### src/rtl/msel_pkg.sv
package msel_pkg;

    localparam int ADDR_W_DEF = 6;
    localparam int IR_W_DEF   = 8;
    localparam int N_GRP_DEF  = 4;

    localparam logic [7:0] OP_GOTOWAIT = 8'hC3;
    localparam logic [7:0] OP_GRPSEL   = 8'hC5;

    typedef enum logic [3:0] {
        TAP_TLR, TAP_RTI,
        TAP_SELDR, TAP_CAPDR, TAP_SHDR, TAP_EX1DR, TAP_PADR, TAP_EX2DR, TAP_UPDR,
        TAP_SELIR, TAP_CAPIR, TAP_SHIR, TAP_EX1IR, TAP_PAIR, TAP_EX2IR, TAP_UPIR
    } tap_state_t;

    typedef enum logic [1:0] {
        SEL_WAIT, SEL_SINGLE, SEL_GROUP, SEL_UNSEL
    } sel_state_t;

    typedef enum logic [1:0] {
        HIT_NONE, HIT_SLOT, HIT_GROUP
    } hit_t;

    typedef struct packed {
        logic tlr;
        logic capture_ir;
        logic shift_ir;
        logic update_ir;
        logic capture_dr;
        logic shift_dr;
        logic update_dr;
    } tap_evt_t;

    function automatic tap_state_t tap_next(input tap_state_t s, input logic m);
        tap_state_t n;
        case (s)
            TAP_TLR:   n = m ? TAP_TLR   : TAP_RTI;
            TAP_RTI:   n = m ? TAP_SELDR : TAP_RTI;
            TAP_SELDR: n = m ? TAP_SELIR : TAP_CAPDR;
            TAP_CAPDR: n = m ? TAP_EX1DR : TAP_SHDR;
            TAP_SHDR:  n = m ? TAP_EX1DR : TAP_SHDR;
            TAP_EX1DR: n = m ? TAP_UPDR  : TAP_PADR;
            TAP_PADR:  n = m ? TAP_EX2DR : TAP_PADR;
            TAP_EX2DR: n = m ? TAP_UPDR  : TAP_SHDR;
            TAP_UPDR:  n = m ? TAP_SELDR : TAP_RTI;
            TAP_SELIR: n = m ? TAP_TLR   : TAP_CAPIR;
            TAP_CAPIR: n = m ? TAP_EX1IR : TAP_SHIR;
            TAP_SHIR:  n = m ? TAP_EX1IR : TAP_SHIR;
            TAP_EX1IR: n = m ? TAP_UPIR  : TAP_PAIR;
            TAP_PAIR:  n = m ? TAP_EX2IR : TAP_PAIR;
            TAP_EX2IR: n = m ? TAP_UPIR  : TAP_SHIR;
            TAP_UPIR:  n = m ? TAP_SELDR : TAP_RTI;
            default:   n = TAP_TLR;
        endcase
        return n;
    endfunction

    function automatic tap_evt_t tap_decode(input tap_state_t s);
        tap_evt_t e;
        e.tlr        = (s == TAP_TLR);
        e.capture_ir = (s == TAP_CAPIR);
        e.shift_ir   = (s == TAP_SHIR);
        e.update_ir  = (s == TAP_UPIR);
        e.capture_dr = (s == TAP_CAPDR);
        e.shift_dr   = (s == TAP_SHDR);
        e.update_dr  = (s == TAP_UPDR);
        return e;
    endfunction

endpackage

### src/rtl/msel_tap_follow.sv
module msel_tap_follow
    import msel_pkg::*;
(
    input  logic       clk,
    input  logic       rst,
    input  logic       tms,
    output tap_state_t state_q,
    output tap_evt_t   evt
);
    always_ff @(posedge clk) begin
        if (rst) state_q <= TAP_TLR;
        else     state_q <= tap_next(state_q, tms);
    end

    assign evt = tap_decode(state_q);
endmodule

### src/rtl/msel_ir_path.sv
module msel_ir_path
    import msel_pkg::*;
#(
    parameter int IR_W = IR_W_DEF
) (
    input  logic            clk,
    input  logic            rst,
    input  tap_evt_t        evt,
    input  logic            tdi,
    output logic [IR_W-1:0] sr_q,
    output logic [IR_W-1:0] ir_q
);
    localparam logic [IR_W-1:0] CAP_PAT = IR_W'(1);

    always_ff @(posedge clk) begin
        if (rst) begin
            sr_q <= CAP_PAT;
        end else if (evt.capture_ir) begin
            sr_q <= CAP_PAT;
        end else if (evt.shift_ir) begin
            sr_q <= {tdi, sr_q[IR_W-1:1]};
        end
    end

    always_ff @(posedge clk) begin
        if (rst || evt.tlr) ir_q <= '1;
        else if (evt.update_ir) ir_q <= sr_q;
    end
endmodule

### src/rtl/msel_addr_match.sv
module msel_addr_match
    import msel_pkg::*;
#(
    parameter int ADDR_W = ADDR_W_DEF,
    parameter int N_GRP  = N_GRP_DEF,
    parameter int GRP_W  = $clog2(N_GRP)
) (
    input  logic [ADDR_W-1:0] addr,
    input  logic [ADDR_W-1:0] slot,
    input  logic [GRP_W-1:0]  grp_val,
    input  logic              grp_valid,
    output hit_t              hit
);
    localparam int CODE_SPAN = 1 << ADDR_W;
    localparam int GRP_BASE  = CODE_SPAN - N_GRP;
    localparam int BCAST     = GRP_BASE - 1;

    logic [N_GRP-1:0] grp_hit;

    for (genvar g = 0; g < N_GRP; g++) begin : g_grp
        assign grp_hit[g] = grp_valid
                          && (grp_val == GRP_W'(g))
                          && (addr == ADDR_W'(GRP_BASE + g));
    end

    always_comb begin
        if (addr == slot)                                hit = HIT_SLOT;
        else if (addr == ADDR_W'(BCAST) || (|grp_hit))   hit = HIT_GROUP;
        else                                             hit = HIT_NONE;
    end
endmodule

### src/rtl/msel_grp_reg.sv
module msel_grp_reg
    import msel_pkg::*;
#(
    parameter int N_GRP = N_GRP_DEF,
    parameter int GRP_W = $clog2(N_GRP)
) (
    input  logic             clk,
    input  logic             rst,
    input  tap_evt_t         evt,
    input  logic             sel_ins,
    input  logic             wr_ok,
    input  logic             tdi,
    output logic [GRP_W-1:0] val_q,
    output logic             valid_q,
    output logic             lsb
);
    logic [GRP_W-1:0] sr_q;

    always_ff @(posedge clk) begin
        if (rst) begin
            sr_q <= '0;
        end else if (sel_ins && evt.capture_dr) begin
            sr_q <= val_q;
        end else if (sel_ins && evt.shift_dr) begin
            sr_q <= {tdi, sr_q[GRP_W-1:1]};
        end
    end

    always_ff @(posedge clk) begin
        if (rst) begin
            val_q   <= '0;
            valid_q <= 1'b0;
        end else if (sel_ins && wr_ok && evt.update_dr) begin
            val_q   <= sr_q;
            valid_q <= 1'b1;
        end
    end

    assign lsb = sr_q[0];
endmodule

### src/rtl/multidrop_sel_ctrl.sv
module multidrop_sel_ctrl
    import msel_pkg::*;
#(
    parameter int ADDR_W = ADDR_W_DEF,
    parameter int IR_W   = IR_W_DEF,
    parameter int N_GRP  = N_GRP_DEF
) (
    input  logic              clk,
    input  logic              rst,
    input  logic              tms,
    input  logic              tdi,
    input  logic [ADDR_W-1:0] slot_id,
    output logic              tdo,
    output logic              tdo_en,
    output logic              selected,
    output logic              group_mode,
    output logic [IR_W-1:0]   ir_value
);
    localparam int GRP_W = $clog2(N_GRP);
    localparam logic [IR_W-1:0] GOTOWAIT_CODE = IR_W'(OP_GOTOWAIT);
    localparam logic [IR_W-1:0] GRPSEL_CODE   = IR_W'(OP_GRPSEL);

    tap_state_t       tap_q;
    tap_evt_t         evt;
    logic [IR_W-1:0]  ir_sr;
    logic [IR_W-1:0]  ir_q;
    logic [GRP_W-1:0] grp_val;
    logic             grp_valid;
    logic             grp_lsb;
    hit_t             hit;
    sel_state_t       st;
    logic             byp_q;
    logic             grp_ins;
    logic             tdo_mux;

    msel_tap_follow u_tap (
        .clk     (clk),
        .rst     (rst),
        .tms     (tms),
        .state_q (tap_q),
        .evt     (evt)
    );

    msel_ir_path #(.IR_W(IR_W)) u_ir (
        .clk  (clk),
        .rst  (rst),
        .evt  (evt),
        .tdi  (tdi),
        .sr_q (ir_sr),
        .ir_q (ir_q)
    );

    msel_addr_match #(.ADDR_W(ADDR_W), .N_GRP(N_GRP), .GRP_W(GRP_W)) u_match (
        .addr      (ir_sr[ADDR_W-1:0]),
        .slot      (slot_id),
        .grp_val   (grp_val),
        .grp_valid (grp_valid),
        .hit       (hit)
    );

    assign grp_ins = (ir_q == GRPSEL_CODE);

    msel_grp_reg #(.N_GRP(N_GRP), .GRP_W(GRP_W)) u_grp (
        .clk     (clk),
        .rst     (rst),
        .evt     (evt),
        .sel_ins (grp_ins),
        .wr_ok   (st == SEL_SINGLE),
        .tdi     (tdi),
        .val_q   (grp_val),
        .valid_q (grp_valid),
        .lsb     (grp_lsb)
    );

    always_ff @(posedge clk) begin
        if (rst || evt.tlr) begin
            st <= SEL_WAIT;
        end else if (evt.update_ir) begin
            if (st == SEL_WAIT) begin
                case (hit)
                    HIT_SLOT:  st <= SEL_SINGLE;
                    HIT_GROUP: st <= SEL_GROUP;
                    default:   st <= SEL_UNSEL;
                endcase
            end else if (ir_sr == GOTOWAIT_CODE) begin
                st <= SEL_WAIT;
            end
        end
    end

    always_ff @(posedge clk) begin
        if (rst)                 byp_q <= 1'b0;
        else if (evt.capture_dr) byp_q <= 1'b0;
        else if (evt.shift_dr)   byp_q <= tdi;
    end

    always_comb begin
        if (evt.shift_ir)  tdo_mux = ir_sr[0];
        else if (grp_ins)  tdo_mux = grp_lsb;
        else               tdo_mux = byp_q;
    end

    assign tdo_en     = (st == SEL_SINGLE) && (evt.shift_ir || evt.shift_dr);
    assign tdo        = tdo_en ? tdo_mux : 1'b0;
    assign selected   = (st == SEL_SINGLE) || (st == SEL_GROUP);
    assign group_mode = (st == SEL_GROUP);
    assign ir_value   = ir_q;
endmodule

### config.mk
export PLATFORM = sky130hd
export DESIGN_NAME = multidrop_sel_ctrl
export DESIGN_NICKNAME = d
export VERILOG_FILES = /design/src/rtl/msel_pkg.sv /design/src/rtl/msel_tap_follow.sv /design/src/rtl/msel_ir_path.sv /design/src/rtl/msel_addr_match.sv /design/src/rtl/msel_grp_reg.sv /design/src/rtl/multidrop_sel_ctrl.sv
export SDC_FILE = /design/constraint.sdc
export NUM_CORES = 1
export LEC_CHECK = 0
export ABC_AREA = 1
export CAP_MARGIN = 20
export CORE_MARGIN = 2
export CORE_UTILIZATION = 40
export DETAILED_ROUTE_END_ITERATION = 8
export HOLD_SLACK_MARGIN = 0.12
export PLACE_DENSITY = 0.61
export SLEW_MARGIN = 20
export SYNTH_ARGS = -nofsm -noshare
export SYNTH_HDL_FRONTEND = slang
export SYNTH_SLANG_ARGS = --single-unit
### constraint.sdc
create_clock -name clk -period 1.5 [get_ports clk]
set_clock_uncertainty 0.05 [all_clocks]
set_input_delay 0.3 -clock clk [delete_from_list [all_inputs] [get_ports clk]]
set_output_delay 0.3 -clock clk [all_outputs]
set_load 0.01 [all_outputs]
# Word level (Yosys, flattened, before mapping)
# Cells that the tools add are included.
# word_totals
ff_bits	28
wordCells	90
output_inout_bits	12
inputBits	10
# op_classes
n_eq_ne	30
muxes	23
n_reduce_logical	29
# ops
operator	count
4-bit one-hot mux with 12 select lines	1
4-bit equality test (second input constant)	8
6-bit equality test (second input constant)	5
2-bit 2-to-1 mux	9
4-bit by 3-bit equality test with 1-bit output (second input constant)	4
8-bit equality test (second input constant)	2
4-bit 2-to-1 mux	4
1-bit logical AND	13
2-bit equality test (second input constant)	4
4-bit by 2-bit equality test with 1-bit output (second input constant)	2
2-bit OR reduction	4
2-bit by 1-bit equality test with 1-bit output (second input constant)	3
6-bit equality test	1
1-bit 2-to-1 mux	6
3-bit 2-to-1 mux	2
4-bit by 1-bit equality test with 1-bit output (second input constant)	1
2-bit zero test	2
4-bit zero test	1
1-bit logical OR	4
2-bit one-hot mux with 2 select lines	1
2-bit nonzero test	2
4-bit OR reduction	1
3-bit OR reduction	1
2-bit AND reduction	1

# Logic depth before layout (Yosys ltp)
# logic_depth
depth_word	10
depth_mapped	9
ltp_nobuf	9

# By module
# A second synthesis with hierarchy kept.
# hier_totals
cells_unflattened	283
area_unflattened_um2	1746.7
# modules_own_cells
mod	area_each_um2	seq_area_each_um2	n_inst	cells_each
msel_ir_path	639.4	320.3	1	85
msel_tap_follow	391.6	80.1	1	74
multidrop_sel_ctrl	304.0	60.1	1	48
msel_grp_reg	227.7	100.1	1	35
msel_addr_match	183.9	0.0	1	41

# Least setup slack after synthesis
# OpenSTA, ideal clock, no wires.
# synth_timing
path_type	register -> output
start	register u_tap.state_q[0]
end	output port tdo
setup_slack_ns	0.091
t_arrival_ns	1.059
stages_incl_launch_ff	7
t_required_ns	1.150
path_cell_list	dfxtp_1 > nand2_4 > nor2_2 > o21ai_0 > a21oi_1 > nand2_1 > inv_1
# synth_via
elab_chain_len	4
elab_cells_between_ends	6
cone_classes	eq/ne (2); mux (2); reduce/logical (2)
# synth_lines
item	line_no	source
from (decl)	msel_tap_follow.sv:7	output tap_state_t state_q,
from (signal assigned)	msel_tap_follow.sv:12	else state_q <= tap_next(state_q, tms);
4-bit equality test or 4-bit by 3-bit equality test with 1-bit output (tied branches)	msel_pkg.sv:62, msel_pkg.sv:65	
1-bit logical OR	multidrop_sel_ctrl.sv:103	assign tdo_en = (st == SEL_SINGLE) && (evt.shift_ir || evt.shift_dr);
1-bit logical AND	multidrop_sel_ctrl.sv:103	
1-bit 2-to-1 mux *	multidrop_sel_ctrl.sv:104	assign tdo = tdo_en ? tdo_mux : 1'b0;
to (decl)	multidrop_sel_ctrl.sv:13	output logic tdo,
# Mark *: on every way between the ends. The rest lies on a longest branch, timed or not.

# Worst setup path after layout
# layout_timing
start	register u_ir.ir_q[6]
end	output port tdo
# layout_via
elab_chain_len	4
# layout_lines
item	line_no	source
from (decl)	msel_ir_path.sv:11	output logic [IR_W-1:0] ir_q
from (signal assigned)	msel_ir_path.sv:27	else if (evt.update_ir) ir_q <= sr_q;
8-bit equality test	multidrop_sel_ctrl.sv:61	assign grp_ins = (ir_q == GRPSEL_CODE);
1-bit 2-to-1 mux	multidrop_sel_ctrl.sv:99	else if (grp_ins) tdo_mux = grp_lsb;
1-bit 2-to-1 mux	multidrop_sel_ctrl.sv:98	if (evt.shift_ir) tdo_mux = ir_sr[0];
1-bit 2-to-1 mux	multidrop_sel_ctrl.sv:104	
# Every way passes these cells.

==> impl_metrics.json <==
{
  "min_to": "u_grp.valid_q",
  "pwr-share-clk_pct": 40.6,
  "yosys_warnings": 0,
  "cts_buffers": 3,
  "synth_cell_types": 25,
  "syn_avg_cell_area_um2": 6.45,
  "fin_util_pct": 61.1,
  "clkLatencyLatePin_ns": 0.28,
  "syn_nets": 254,
  "ir_worst_vdd_mv": 0.418,
  "p_leak_nw": 1.03,
  "layout_common_cells": "64 x nand2_1, 38 x buf_4, 33 x inv_1, 29 x a21oi_1, 20 x dfxtp_1",
  "drc": 0,
  "die-area_um2": 4400,
  "p_int_mw": 1.17,
  "yosys_register_bits": 28,
  "seq_power_share_pct": 50.3,
  "rsz0062_at_grt": "yes",
  "reg2reg_from": "u_tap.state_q[2]",
  "setup_tns_ns": -0.415,
  "p_per_area_nw_per_um2": 664,
  "synthesis.area_um2": 1560,
  "combPwrFrac_pct": 9.1,
  "tightest_slew_ns": 0.219,
  "gr-total-overflow": 0,
  "htreeDepth": 1,
  "cts.clk_slew.worst_paths_ns": 0.10,
  "syn2layout_area_growth_pct": 45.0,
  "io_pins": 22,
  "cts_tree": "built",
  "grt_pass1_wl_mm": 6.75,
  "clock_path_buffers": 2,
  "clock-sinks": 28,
  "setup_viol": 2,
  "layout_commonest_cell": "nand2_1",
  "die_x_um": 66.4,
  "ff2ff_path_depth": 8,
  "dieHeight_um": 66.4,
  "wl_per_cell_um": 11.2,
  "maxCapViolCount": 0,
  "num_vias": 1714,
  "grtUsageTotal_pct": 19.8,
  "hold-path-cell-count": 2,
  "drive_gt1_share_pct": 28.2,
  "fin_nets": 319,
  "hpwl_mm": 3.18,
  "antenna_found_initial": 0,
  "rrSetupSlack_ns": 0.11,
  "drt-vias-per-instance": 4.86,
  "gp_congestion": 0.874,
  "cp_max_fo": 5,
  "p_sw_share_pct": 21.8,
  "violations": "setup timing",
  "stdcell_area_um2": 2250,
  "ys_seq_area_share_pct": 36.0,
  "core_um2": 3690,
  "fillers": 371,
  "drtAntennaViolNets": 0,
  "cp.required_ns": 1.15,
  "status": "complete, but fails checks",
  "hold_buffers": 0,
  "hold_start": "u_grp.valid_q",
  "dr.pass1.iters": 4,
  "start_util_pct": 42.2,
  "fin_crit_sh_pct": 121,
  "p_sw_uw": 326,
  "diodes": 0,
  "fmax_mhz": 550,
  "min_path_type": "reg2reg",
  "critPathLaunchType": "flip-flop",
  "totalWireLength_mm": 3.95,
  "critPathKind": "reg2out",
  "fin_total_pwr_mw": 1.50,
  "first_global_vias": 1495,
  "min_period_ns": 1.82,
  "finalWorstSetupSlack_ns": -0.317,
  "r2r_end": "u_tap.state_q[0]",
  "critPathArrivalTime_ns": 1.47,
  "grt_max_degree": 17,
  "first_iter_violations": 109,
  "rows": 22,
  "relSlewSlack_pct": 85.3,
  "place_area_um2": 2110,
  "endpoint_kind": "output port",
  "synth_cells": 241,
  "port_buffers": 21,
  "slew_violations": 0,
  "clockRootBuffer": "clkbuf_8",
  "timing_hold_violations_final": 0
}
## critical path, cell delays in order, from the launching register on
cell and delay (ns):
dfxtp_2 0.35, inv_2 0.03, nor2_1 0.08, nand3_1 0.11, nor2_2 0.13, buf_6 0.12, nand2_1 0.04, o21ai_1 0.06
nand2_1 0.06, nand2_1 0.06, inv_1 0.03, buf_2 0.12
## routing by layer
| layer | vias up | track usage (%) | share of wire, % |
|---|---|---|---|
| met3 | 2 | 2.73 | 4.7 |
| met5 | - | 0 | 0 |
| li1 | 896 | - | - |
| met1 | 773 | 28.5 | 49 |
| met2 | 43 | 31.1 | 46 |
| met4 | 0 | 4.59 | 0.63 |
## synthesized netlist by cell type, drive strengths merged
library cell	count	share of area, %
o22ai	1	0.40
a21oi	29	9.3
inv	42	10
nor4	1	0.40
nand2	69	18
nand3	11	3.5
buf	2	1.2
nor2	27	8.8
nor3	5	1.6
a211oi	1	0.48
nand4	1	0.40
clkinv	1	0.24
o21ai	16	5.1
o211ai	3	1.4
dfxtp	28	36
ha	3	2.4
xor2	1	0.56
## flip-flops by register name, summed over array words and instances (netlist names)
register       flops
u_ir.ir_q          8
u_ir.sr_q          8
u_tap.state_q      4
st                 2
u_grp.sr_q         2
u_grp.val_q        2
byp_q              1
u_grp.valid_q      1
## worst max-delay path by stage
stage                     start   to  slack (ns)  cells after the start
2_1_floorplan  u_tap.state_q[0]  tdo        0.09                      6
3_3_place_gp       u_ir.ir_q[6]  tdo       -0.38                     10
3_5_place_dp       u_ir.ir_q[6]  tdo       -0.41                     10
4_1_cts            u_ir.ir_q[6]  tdo       -0.35                     11
5_1_grt            u_ir.ir_q[6]  tdo       -0.47                     11
6_report           u_ir.ir_q[6]  tdo       -0.32                     11
## power by group through the flow
stage | Combinational (mW) | Clock, mW | Sequential (mW)
detailed placement | 0.129 | 0 | 0.770
floorplan | 0.0533 | 0 | 0.771
finish | 0.136 | 0.607 | 0.754
global route | 0.151 | 0.647 | 0.754
global placement | 0.129 | 0 | 0.770
CTS | 0.132 | 0.612 | 0.755
## cell families (layout without fill, tap and decap cells)
logic type      Yosys count  after routing  synth area share [%]
simple gates            114            114                  32.6
compound gates           50             50                  16.8
buf+inv                  45            109                  11.6
fa+ha+maj                 3              3                  2.41
flops                    28             28                  36.0
xor+xnor                  1              1                 0.563
## final cells by class
class                           instances  area, µm²  share of cell area (%)
Clock buffer                            3       41.3                    1.83
Sequential cell                        28        576                    25.5
Multi-Input combinational cell        168        871                    38.6
Tap cell                               48       60.1                    2.66
Inverter                               43        164                    7.27
Clock inverter                          1       30.0                    1.33
Timing Repair Buffer                   62        513                    22.8
## metrics by stage
step,std cells,setup WS [ns],hold slack (ns)
finish,353,-0.317,0.428
global placement,348,-0.376,0.417
global route,353,-0.475,0.461
floorplan,241,0.0911,0.319
CTS,353,-0.352,0.438
detailed placement,348,-0.408,0.414
## timing repair
action | 4_1_cts | 5_1_grt
pin swaps | 4 | 5
buffers inserted | 1 | 1
endpoints found under the setup margin | 12 | 10
cloned | 0 | 0
resized for setup | 38 | 25
(Power assumes the default switching activity.)
